[src/rtl/sio_cfg_pkg.sv]
package sio_cfg_pkg;
  localparam int NUM_REGS   = 42;
  localparam int PTR_W      = $clog2(NUM_REGS);
  localparam int REG_MASKED = 6;
  localparam int REG_LOCK   = 9;
  localparam int LOCK_BIT   = 6;
  localparam int REG_KEYSEL = 12;
  localparam int KEYSEL_BIT = 5;
  localparam int REG_STRAP  = 22;
  localparam int STRAP_BIT  = 0;
  localparam int LOCK_RD_LIM = 24;
  localparam logic [7:0] EXIT_CODE = 8'hAA;
  localparam logic [7:0] IDLE_READ = 8'hFF;

  typedef logic [7:0] cfg_byte_t;

  function automatic cfg_byte_t cfg_rst_val(input int idx);
    case (idx)
      3:  return 8'h30;
      7:  return 8'hF5;
      9:  return 8'h0A;
      10: return 8'h1F;
      12: return 8'h28;
      13: return 8'hA3;
      30: return 8'h81;
      32: return 8'hFC;
      33: return 8'h7C;
      34: return 8'hFD;
      35: return 8'hDE;
      36: return 8'hFE;
      37: return 8'hBE;
      38: return 8'h24;
      39: return 8'h67;
      40: return 8'h43;
      41: return 8'h62;
      default: return 8'h00;
    endcase
  endfunction

  function automatic bit cfg_writable(input int idx);
    return !(idx == 38 || idx == 39 || idx == 41);
  endfunction

  function automatic cfg_byte_t cfg_wr_mask(input int idx);
    return (idx == REG_MASKED) ? 8'hF3 : 8'hFF;
  endfunction
endpackage

[src/rtl/sio_cfg_port_dec.sv]
module sio_cfg_port_dec #(
  parameter int ADDR_W = 12,
  parameter logic [ADDR_W-1:0] BASE_LO = 12'h250,
  parameter logic [ADDR_W-1:0] BASE_HI = 12'h3F0
) (
  input  logic [ADDR_W-1:0] addr_i,
  input  logic              strap_i,
  output logic              idx_hit_o,
  output logic              dat_hit_o
);
  logic [ADDR_W-1:0] base;

  assign base      = strap_i ? BASE_HI : BASE_LO;
  assign idx_hit_o = (addr_i == base);
  assign dat_hit_o = (addr_i == (base | ADDR_W'(1)));
endmodule

[src/rtl/sio_cfg_entry.sv]
module sio_cfg_entry
  import sio_cfg_pkg::*;
(
  input  logic      clk_i,
  input  logic      rst_ni,
  input  logic      idx_wr_i,
  input  cfg_byte_t wdata_i,
  input  logic      strap_i,
  input  logic      keysel_i,
  output logic      cfg_mode_o
);
  logic      mode_q, half_q;
  cfg_byte_t key;

  // strap=1 selects the 0x86 family and a double write
  assign key = strap_i ? {7'h43, keysel_i} : {7'h44, keysel_i};

  always_ff @(posedge clk_i or negedge rst_ni) begin
    if (!rst_ni) begin
      mode_q <= 1'b0;
      half_q <= 1'b0;
    end else if (idx_wr_i) begin
      if (!mode_q) begin
        if (wdata_i == key) begin
          if (strap_i && !half_q) begin
            half_q <= 1'b1;
          end else begin
            mode_q <= 1'b1;
            half_q <= 1'b0;
          end
        end else begin
          half_q <= 1'b0;
        end
      end else if (wdata_i == EXIT_CODE) begin
        mode_q <= 1'b0;
      end
    end
  end

  assign cfg_mode_o = mode_q;
endmodule

[src/rtl/sio_cfg_regfile.sv]
module sio_cfg_regfile
  import sio_cfg_pkg::*;
(
  input  logic                  clk_i,
  input  logic                  rst_ni,
  input  logic                  we_i,
  input  logic [PTR_W-1:0]      ptr_i,
  input  cfg_byte_t             wdata_i,
  output logic [NUM_REGS*8-1:0] regs_o
);
  for (genvar g = 0; g < NUM_REGS; g++) begin : g_reg
    if (cfg_writable(g)) begin : g_rw
      cfg_byte_t q;
      always_ff @(posedge clk_i or negedge rst_ni) begin
        if (!rst_ni) q <= cfg_rst_val(g);
        else if (we_i && ptr_i == PTR_W'(g)) q <= wdata_i & cfg_wr_mask(g);
      end
      assign regs_o[g*8 +: 8] = q;
    end else begin : g_ro
      assign regs_o[g*8 +: 8] = cfg_rst_val(g);
    end
  end
endmodule

[src/rtl/sio_cfg_ctrl.sv]
module sio_cfg_ctrl
  import sio_cfg_pkg::*;
#(
  parameter int ADDR_W = 12
) (
  input  logic                  clk_i,
  input  logic                  rst_ni,
  input  logic [ADDR_W-1:0]     addr_i,
  input  logic [7:0]            wdata_i,
  input  logic                  wr_i,
  input  logic                  rd_i,
  output logic [7:0]            rdata_o,
  output logic                  cfg_mode_o,
  output logic [NUM_REGS*8-1:0] regs_o
);
  localparam logic [7:0]       NUM_REGS_B = 8'(NUM_REGS);
  localparam logic [PTR_W-1:0] LOCK_LIM   = PTR_W'(LOCK_RD_LIM);

  logic             idx_hit, dat_hit, strap, keysel, lock;
  logic             idx_wr, dat_we;
  logic [PTR_W-1:0] ptr_q;
  cfg_byte_t        sel_byte;

  assign strap  = regs_o[REG_STRAP*8 + STRAP_BIT];
  assign keysel = regs_o[REG_KEYSEL*8 + KEYSEL_BIT];
  assign lock   = regs_o[REG_LOCK*8 + LOCK_BIT];

  sio_cfg_port_dec #(.ADDR_W(ADDR_W)) u_dec (
    .addr_i    (addr_i),
    .strap_i   (strap),
    .idx_hit_o (idx_hit),
    .dat_hit_o (dat_hit)
  );

  assign idx_wr = wr_i && idx_hit;
  assign dat_we = wr_i && dat_hit && cfg_mode_o && !lock;

  sio_cfg_entry u_entry (
    .clk_i      (clk_i),
    .rst_ni     (rst_ni),
    .idx_wr_i   (idx_wr),
    .wdata_i    (wdata_i),
    .strap_i    (strap),
    .keysel_i   (keysel),
    .cfg_mode_o (cfg_mode_o)
  );

  always_ff @(posedge clk_i or negedge rst_ni) begin
    if (!rst_ni) ptr_q <= '0;
    else if (idx_wr && cfg_mode_o && wdata_i < NUM_REGS_B) ptr_q <= wdata_i[PTR_W-1:0];
  end

  sio_cfg_regfile u_regs (
    .clk_i   (clk_i),
    .rst_ni  (rst_ni),
    .we_i    (dat_we),
    .ptr_i   (ptr_q),
    .wdata_i (wdata_i),
    .regs_o  (regs_o)
  );

  always_comb begin
    sel_byte = IDLE_READ;
    for (int i = 0; i < NUM_REGS; i++)
      if (ptr_q == PTR_W'(i)) sel_byte = regs_o[i*8 +: 8];
  end

  always_comb begin
    rdata_o = IDLE_READ;
    if (rd_i && cfg_mode_o) begin
      if (idx_hit)      rdata_o = 8'(ptr_q);
      else if (dat_hit) rdata_o = (lock && ptr_q < LOCK_LIM) ? IDLE_READ : sel_byte;
    end
  end
endmodule

[config.mk]
export PLATFORM = sky130hd
export DESIGN_NAME = sio_cfg_ctrl
export DESIGN_NICKNAME = d
export VERILOG_FILES = /design/src/rtl/sio_cfg_pkg.sv /design/src/rtl/sio_cfg_port_dec.sv /design/src/rtl/sio_cfg_entry.sv /design/src/rtl/sio_cfg_regfile.sv /design/src/rtl/sio_cfg_ctrl.sv
export SDC_FILE = /design/constraint.sdc
export NUM_CORES = 1
export LEC_CHECK = 0
export BUFFER_PORTS_ARGS = -buffer_cell sky130_fd_sc_hd__buf_2
export CORE_MARGIN = 2
export CORE_UTILIZATION = 28
export CTS_BUF_LIST = sky130_fd_sc_hd__clkbuf_8
export CTS_CLUSTER_SIZE = 10
export DETAILED_ROUTE_END_ITERATION = 6
export GPL_TIMING_DRIVEN = 0
export SYNTH_ARGS = -nofsm -noshare
export SYNTH_HDL_FRONTEND = slang
export SYNTH_SLANG_ARGS = --single-unit
[constraint.sdc]
create_clock -name clk_i -period 2.7 [get_ports clk_i]
set_input_delay 0.27 -clock clk_i [delete_from_list [all_inputs] [get_ports clk_i]]
set_output_delay 0.27 -clock clk_i [all_outputs]
set_load 0.05 [all_outputs]
==> results.cfg, run 1 <==
[pwr]
clockPowerShare = 0.473
combPwrFrac = 0.043
seqPwrFrac = 0.484
vdd_drop_max_mv = 0.274
p_leak_uw = 0.0110
sw_frac_of_total = 0.261
p_int_uw = 7290
power.density_nw_per_um2 = 441
p_switching_uw = 2570

[synthesis]
synth-seq-cells = 318
yosys.area_share.simple = 0.118
yosys-top-cells-area = dfrtp_1, mux2_2, dfstp_2
synth_edf_count = 0
netlist_area_sq_um = 16200
synthCells = 1391
synth_area_per_cell_sq_um = 11.6
async_flop_share = 1.00
synth.area.mux_share = 0.228
synth-compound-area-share = 0.117
synthAdderAreaFrac = 0
synth_xor_area_frac = 0.000542
synth_top_family_by_area = multiplexers
synthFlopType = dfrtp_1
synth_top_area_frac = 0.395
yosysTopAreaCell = dfrtp_1
yosysSeqAreaShare = 0.497
yosysWarnings = 0
synth_cell_types = 82

[flow_run]
drv_cap = 0

[clock_tree]
cts_root_buf = clkbuf_8
clock_sinks = 318
clk_pin_slew_worst_paths_ps = 60
numCtsBuffers = 56
htree_levels = 2
clkLatencyLatePin_ps = 690
cts_tree = done
cts_buffer_depth = 3

[worst_hold_path]
min_path_type = primary input to flop

[die]
rows = 88
die_area_sq_um = 59600
die_y_um = 244
initial_utilization = 0.282
core-area_sq_um = 57400
die_x_um = 244
pin_count = 369

[timing]
period_minus_slack_ps = 3910
fmax_mhz = 255
setup_viol = 8
rsz0062_at_grt = yes
maxSlewHeadroom = 0.184
skew_ps = 41.1
final_max_slew_viol_count = 0
period_share = 1.45
hold_violations = 0
setup_tns_ps = -9330
worst_slack_ps = -1210
worst_pin_slew_ps = 1220

[setup_path]
worstSetupPathType = flop to output port
worstSetupEndpointType = output port
critPathRequiredTime_ps = 2430
crit_arrival_ps = 3640
worstPathMaxFanout = 10
r2r_slack_ps = 30
crit_path_start_kind = flop

[final_layout]
nNetsFinal = 1905
utilization = 0.390
n_fill_cell = 5615
mostFrequentLayoutCells = buf_2, mux2_2, dfrtp_1, buf_4, clkbuf_8
area_growth_pct = 38.4
drive_above_1_share = 0.601
mostFrequentLayoutCell = buf_2

[grt]
grt_pass1_wl_um = 117000
first_global_vias = 15000
antenna_found_initial = 11
grt_max_degree = 118
overflow = 0
track_usage = 0.273

[routing]
antenna_left = 0
drtPass1Iterations = 7
vias = 15300
drtIter0Drc = 1729
drc = 11
routed.top_layer = met5
met1_length_um = 32000
routed_wl_um = 83900
drt-wirelength-per-cell_um = 31.1
viasPerCell = 5.67
met3_length_um = 9610
dr_wl_met2_um = 38100

[status]
status = finished with violations
violations = DRC, setup timing

[placement]
dp_hpwl_um = 62500
numPortBuffers = 341
dp_slack_ps = -1420
gp_congestion = 0.945
-- Yosys cell counts (6+ instances only) --
cell / count
a2111oi_0: 9
a211oi_1: 14
a21oi_1: 52
a221oi_1: 13
a22oi_1: 12
a31oi_1: 8
buf_2: 29
buf_4: 32
clkbuf_1: 51
dfrtp_1: 255
dfstp_2: 63
inv_1: 8
mux2_2: 311
mux2i_1: 14
nand2_1: 60
nand2b_1: 14
nand3_1: 36
nor2_1: 69
nor2_2: 24
nor2_4: 10
nor2b_1: 19
nor3_1: 44
nor4_1: 7
o2111ai_1: 6
o211ai_1: 16
o21ai_0: 47
o221ai_1: 11
o22ai_1: 49
or3_1: 11
-- critical path: stages, from the launching register on --
cell       delay, ps
dfrtp_2          460
buf_6            170
nor4b_4          130
buf_6            140
nand2_4          120
o22ai_1           90
or4_4            570
a31oi_4          260
o211ai_1         250
a31oi_1          300
a2bb2oi_2        260
buf_6            200
-- final cells by class --
type | instances | area (sq um) | share of cell area
diodes | 5 | 12.5 | 0.000560
flip-flops and latches | 318 | 8050 | 0.360
clock buffers | 70 | 963 | 0.0431
well taps | 765 | 957 | 0.0428
plain buffers | 105 | 796 | 0.0356
multi-input cells | 974 | 8820 | 0.394
clock inverters | 36 | 206 | 0.00923
repair buffers | 418 | 2530 | 0.113
inverters | 8 | 30.0 | 0.00134
-- what timing repair did --
| action | CTS | global route |
|---|---|---|
| pin swaps | 41 | 49 |
| setup buffers | 38 | 32 |
| hold buffers | 2 | 0 |
| resized for setup | 233 | 123 |
| endpoints found under the setup margin | 320 | 266 |
| gates cloned | 1 | 2 |
| endpoints found under the hold margin | 53 | 0 |
-- flip-flops by register name, indices dropped and copies added, names as in the netlist --
signal              flops
u_entry.cfg_mode_o      1
u_entry.half_q          1
u_regs.g.g_rw.q       310
ptr_q                   6
-- path summary, 6_finish.rpt --
| kind | endpoint | cells past startpoint | startpoint |
|---|---|---|---|
| worst max-delay path | rdata_o[2] | 11 | ptr_q[1]$_DFFE_PN0P_ |
| max in group asynchronous | u_regs.g_reg[30].g_rw.q[5]$_DFFE_PN0P_ | 4 | rst_ni |
| worst min-delay path | ptr_q[5]$_DFFE_PN0P_ | 4 | wdata_i[6] |
| min in group asynchronous | u_regs.g_reg[26].g_rw.q[2]$_DFFE_PN0P_ | 2 | rst_ni |
| worst max register to register | u_regs.g_reg[24].g_rw.q[3]$_DFFE_PN0P_ | 8 | u_regs.g_reg[22].g_rw.q[0]$_DFFE_PN0P_ |
| worst min register to register | u_entry.half_q$_DFFE_PN0P_ | 1 | u_entry.half_q$_DFFE_PN0P_ |
-- logic make-up after synthesis --
group	after synthesis
XOR/XNOR	1
flip-flops	318
AO/OA/AOI/OAI	281
AND/OR/NAND/NOR	339
buffers and inverters	123
multiplexers	327
other	2
-- metrics by stage --
step                hold slack (ps)  total power [uW]  cells  area, sq um
CTS                           0.257              9900   2661        21500
detailed placement              341              5270   2523        19000
global route                   13.0             10100   2696        22400
global placement                448              5250   2521        19000
finish                         17.2              9860   2699        22400
floorplan                     -25.6              5020   1415        16300
-- routing by layer --
layer  up-vias  global-route usage
met4         6               0.117
met3       213              0.0896
li1       6186                   -
met1      7850               0.351
met2      1055               0.422
met5         -                   0
-- power groups by stage --
stage	sequential [uW]	clock, uW	combinational, uW
2_1_floorplan	4860	0	163
6_report	4770	4660	425
3_3_place_gp	4850	0	394
4_1_cts	4770	4710	417
5_1_grt	4770	4920	444
3_5_place_dp	4850	0	413
Power figures use the tool's default switching activity.
==> run 2, diff against run 1 <==
--- a/config.mk
+++ b/config.mk
@@ -12,6 +12,7 @@
 export CTS_CLUSTER_SIZE = 10
 export DETAILED_ROUTE_END_ITERATION = 6
 export GPL_TIMING_DRIVEN = 0
+export PLACE_DENSITY_LB_ADDON = 0.15
 export SYNTH_ARGS = -nofsm -noshare
 export SYNTH_HDL_FRONTEND = slang
 export SYNTH_SLANG_ARGS = --single-unit
==> results.cfg, run 2 (synthesis gave the netlist of run 1 again) <==
[placement]
place_area_sq_um = 19000
gp_congestion = 0.928
numPortBuffers = 341
dp_hpwl_um = 63100

[clock_tree]
clock_sinks = 318
clk_pin_slew_worst_paths_ps = 70
numCtsBuffers = 60
clkLatencyLatePin_ps = 700
cts_buffer_depth = 3
cts_tree = done
cts_root_buf = clkbuf_8
htree_levels = 2

[timing]
rsz0062_at_grt = yes
worst_pin_slew_ps = 1280
setup_viol = 8
hold_violations = 0
setup_tns_ps = -9500
fmax_mhz = 249
period_share = 1.49
final_max_slew_viol_count = 0
period_minus_slack_ps = 4010
skew_ps = 48.3
maxSlewHeadroom = 0.144
holdWs_ps = 75.4
worst_slack_ps = -1310

[final_layout]
utilization = 0.388
largest_reg_flops = 310
area_growth_pct = 37.6
drive_above_1_share = 0.596
nNetsFinal = 1893
final_design_area_no_fill_sq_um = 22200
reg_top3 = u_regs.g.g_rw.q (310), ptr_q (6)
largest-register = u_regs.g.g_rw.q
mostFrequentLayoutCell = buf_2
mostFrequentLayoutCells = buf_2, mux2_2, dfrtp_1, buf_4, clkbuf_8

[grt]
first_global_vias = 14700
antenna_found_initial = 10
grt_pass1_wl_um = 117000
track_usage = 0.278
grt_max_degree = 116
overflow = 0

[worst_hold_path]
min_path_type = primary input to flop

[die]
die_area_sq_um = 59600
core-area_sq_um = 57400
initial_utilization = 0.282
rows = 88
die_y_um = 244
die_x_um = 244
pin_count = 369

[routing]
vias = 14800
drc = 0
routed_wl_um = 84800
drtIter0Drc = 1310
drt-wirelength-per-cell_um = 31.5
viasPerCell = 5.52
antenna_left = 0
drtPass1Iterations = 5

[setup_path]
critPathRequiredTime_ps = 2430
timing.rr.start = u_regs.g_reg[22].g_rw.q[0]$_DFFE_PN0P_
crit_start = ptr_q[3]$_DFFE_PN0P_
rr_endpoint = u_regs.g_reg[40].g_rw.q[3]$_DFFE_PN0P_
worstSetupPathType = flop to output port
worstPathMaxFanout = 10
r2r_slack_ps = 80
crit_path_start_kind = flop
worstSetupEndpointType = output port
ff2ff_path_depth = 9
critical_path.endpoint = rdata_o[2]
crit_arrival_ps = 3740

[flow_run]
drv_cap = 0

[pwr]
power.density_nw_per_um2 = 461
vdd_drop_max_mv = 0.317
p_leak_uw = 0.0110

[status]
status = finished with violations
violations = setup timing
run 2: report_power, final:
group	internal (uW)	leakage, uW	switching, uW	total, uW
Clock	2750	0.000740	2290	5050
Combinational	65.3	0.00604	374	439
Sequential	4770	0.00419	0.000512	4770
Total	7590	0.0110	2670	10300
run 2: critical path, stage by stage (launching register included):
cell	delay (ps)
dfrtp_1	440
buf_6	200
nor2b_4	380
nand3_1	380
and3_1	360
a21oi_2	200
o211ai_1	300
a31oi_2	330
a2bb2oi_2	240
buf_6	190
run 2: how the worst min path moves through the flow:
stage / start / slack, ps / cells past startpoint / to
after floorplan: rst_ni / -30 / 0 / ptr_q[0]$_DFFE_PN0P_
after global placement: u_entry.half_q$_DFFE_PN0P_ / 450 / 1 / u_entry.half_q$_DFFE_PN0P_
after detailed placement: rst_ni / 430 / 1 / u_regs.g_reg[26].g_rw.q[6]$_DFFE_PN0P_
after CTS: wr_i / 4 / 4 / u_entry.half_q$_DFFE_PN0P_
after global routing: wdata_i[0] / 80 / 4 / u_entry.cfg_mode_o$_DFFE_PN0P_
final: wdata_i[0] / 80 / 4 / u_entry.cfg_mode_o$_DFFE_PN0P_
run 2: metrics by stage:
step / setup slack, ps / std cells / total power (uW)
2_1_floorplan: -79.0 / 1415 / 5020
3_3_place_gp: -5050 / 2521 / 5270
3_5_place_dp: -1570 / 2523 / 5290
4_1_cts: -1340 / 2668 / 10300
5_1_grt: -1300 / 2687 / 10600
6_report: -1310 / 2688 / 10300
run 2: final cells by class:
class / count / area [sq um]
Tap cell: 765 / 957
Antenna cell: 2 / 5.00
Clock buffer: 73 / 1000
Timing Repair Buffer: 399 / 2390
Sequential cell: 318 / 8040
Fill cell: 5696 / 35100
Multi-Input combinational cell: 974 / 8700
Inverter: 8 / 30.0
Clock inverter: 41 / 274
Buffer: 108 / 828
run 2: what timing repair did:
| item | CTS | global route |
|---|---|---|
| endpoints found under the setup margin | 322 | 136 |
| resized for setup | 262 | 78 |
| buffers inserted | 37 | 18 |
| hold buffers | 1 | 0 |
| hold endpoints to repair | 88 | 0 |
| pin swaps | 45 | 39 |
run 2: routing by layer:
layer,global-route usage,vias to the layer above,share of wire
met1,0.368,7764,0.42
met5,0,-,0.00052
met4,0.103,6,0.034
met3,0.0606,162,0.078
met2,0.444,736,0.47
li1,-,6169,-
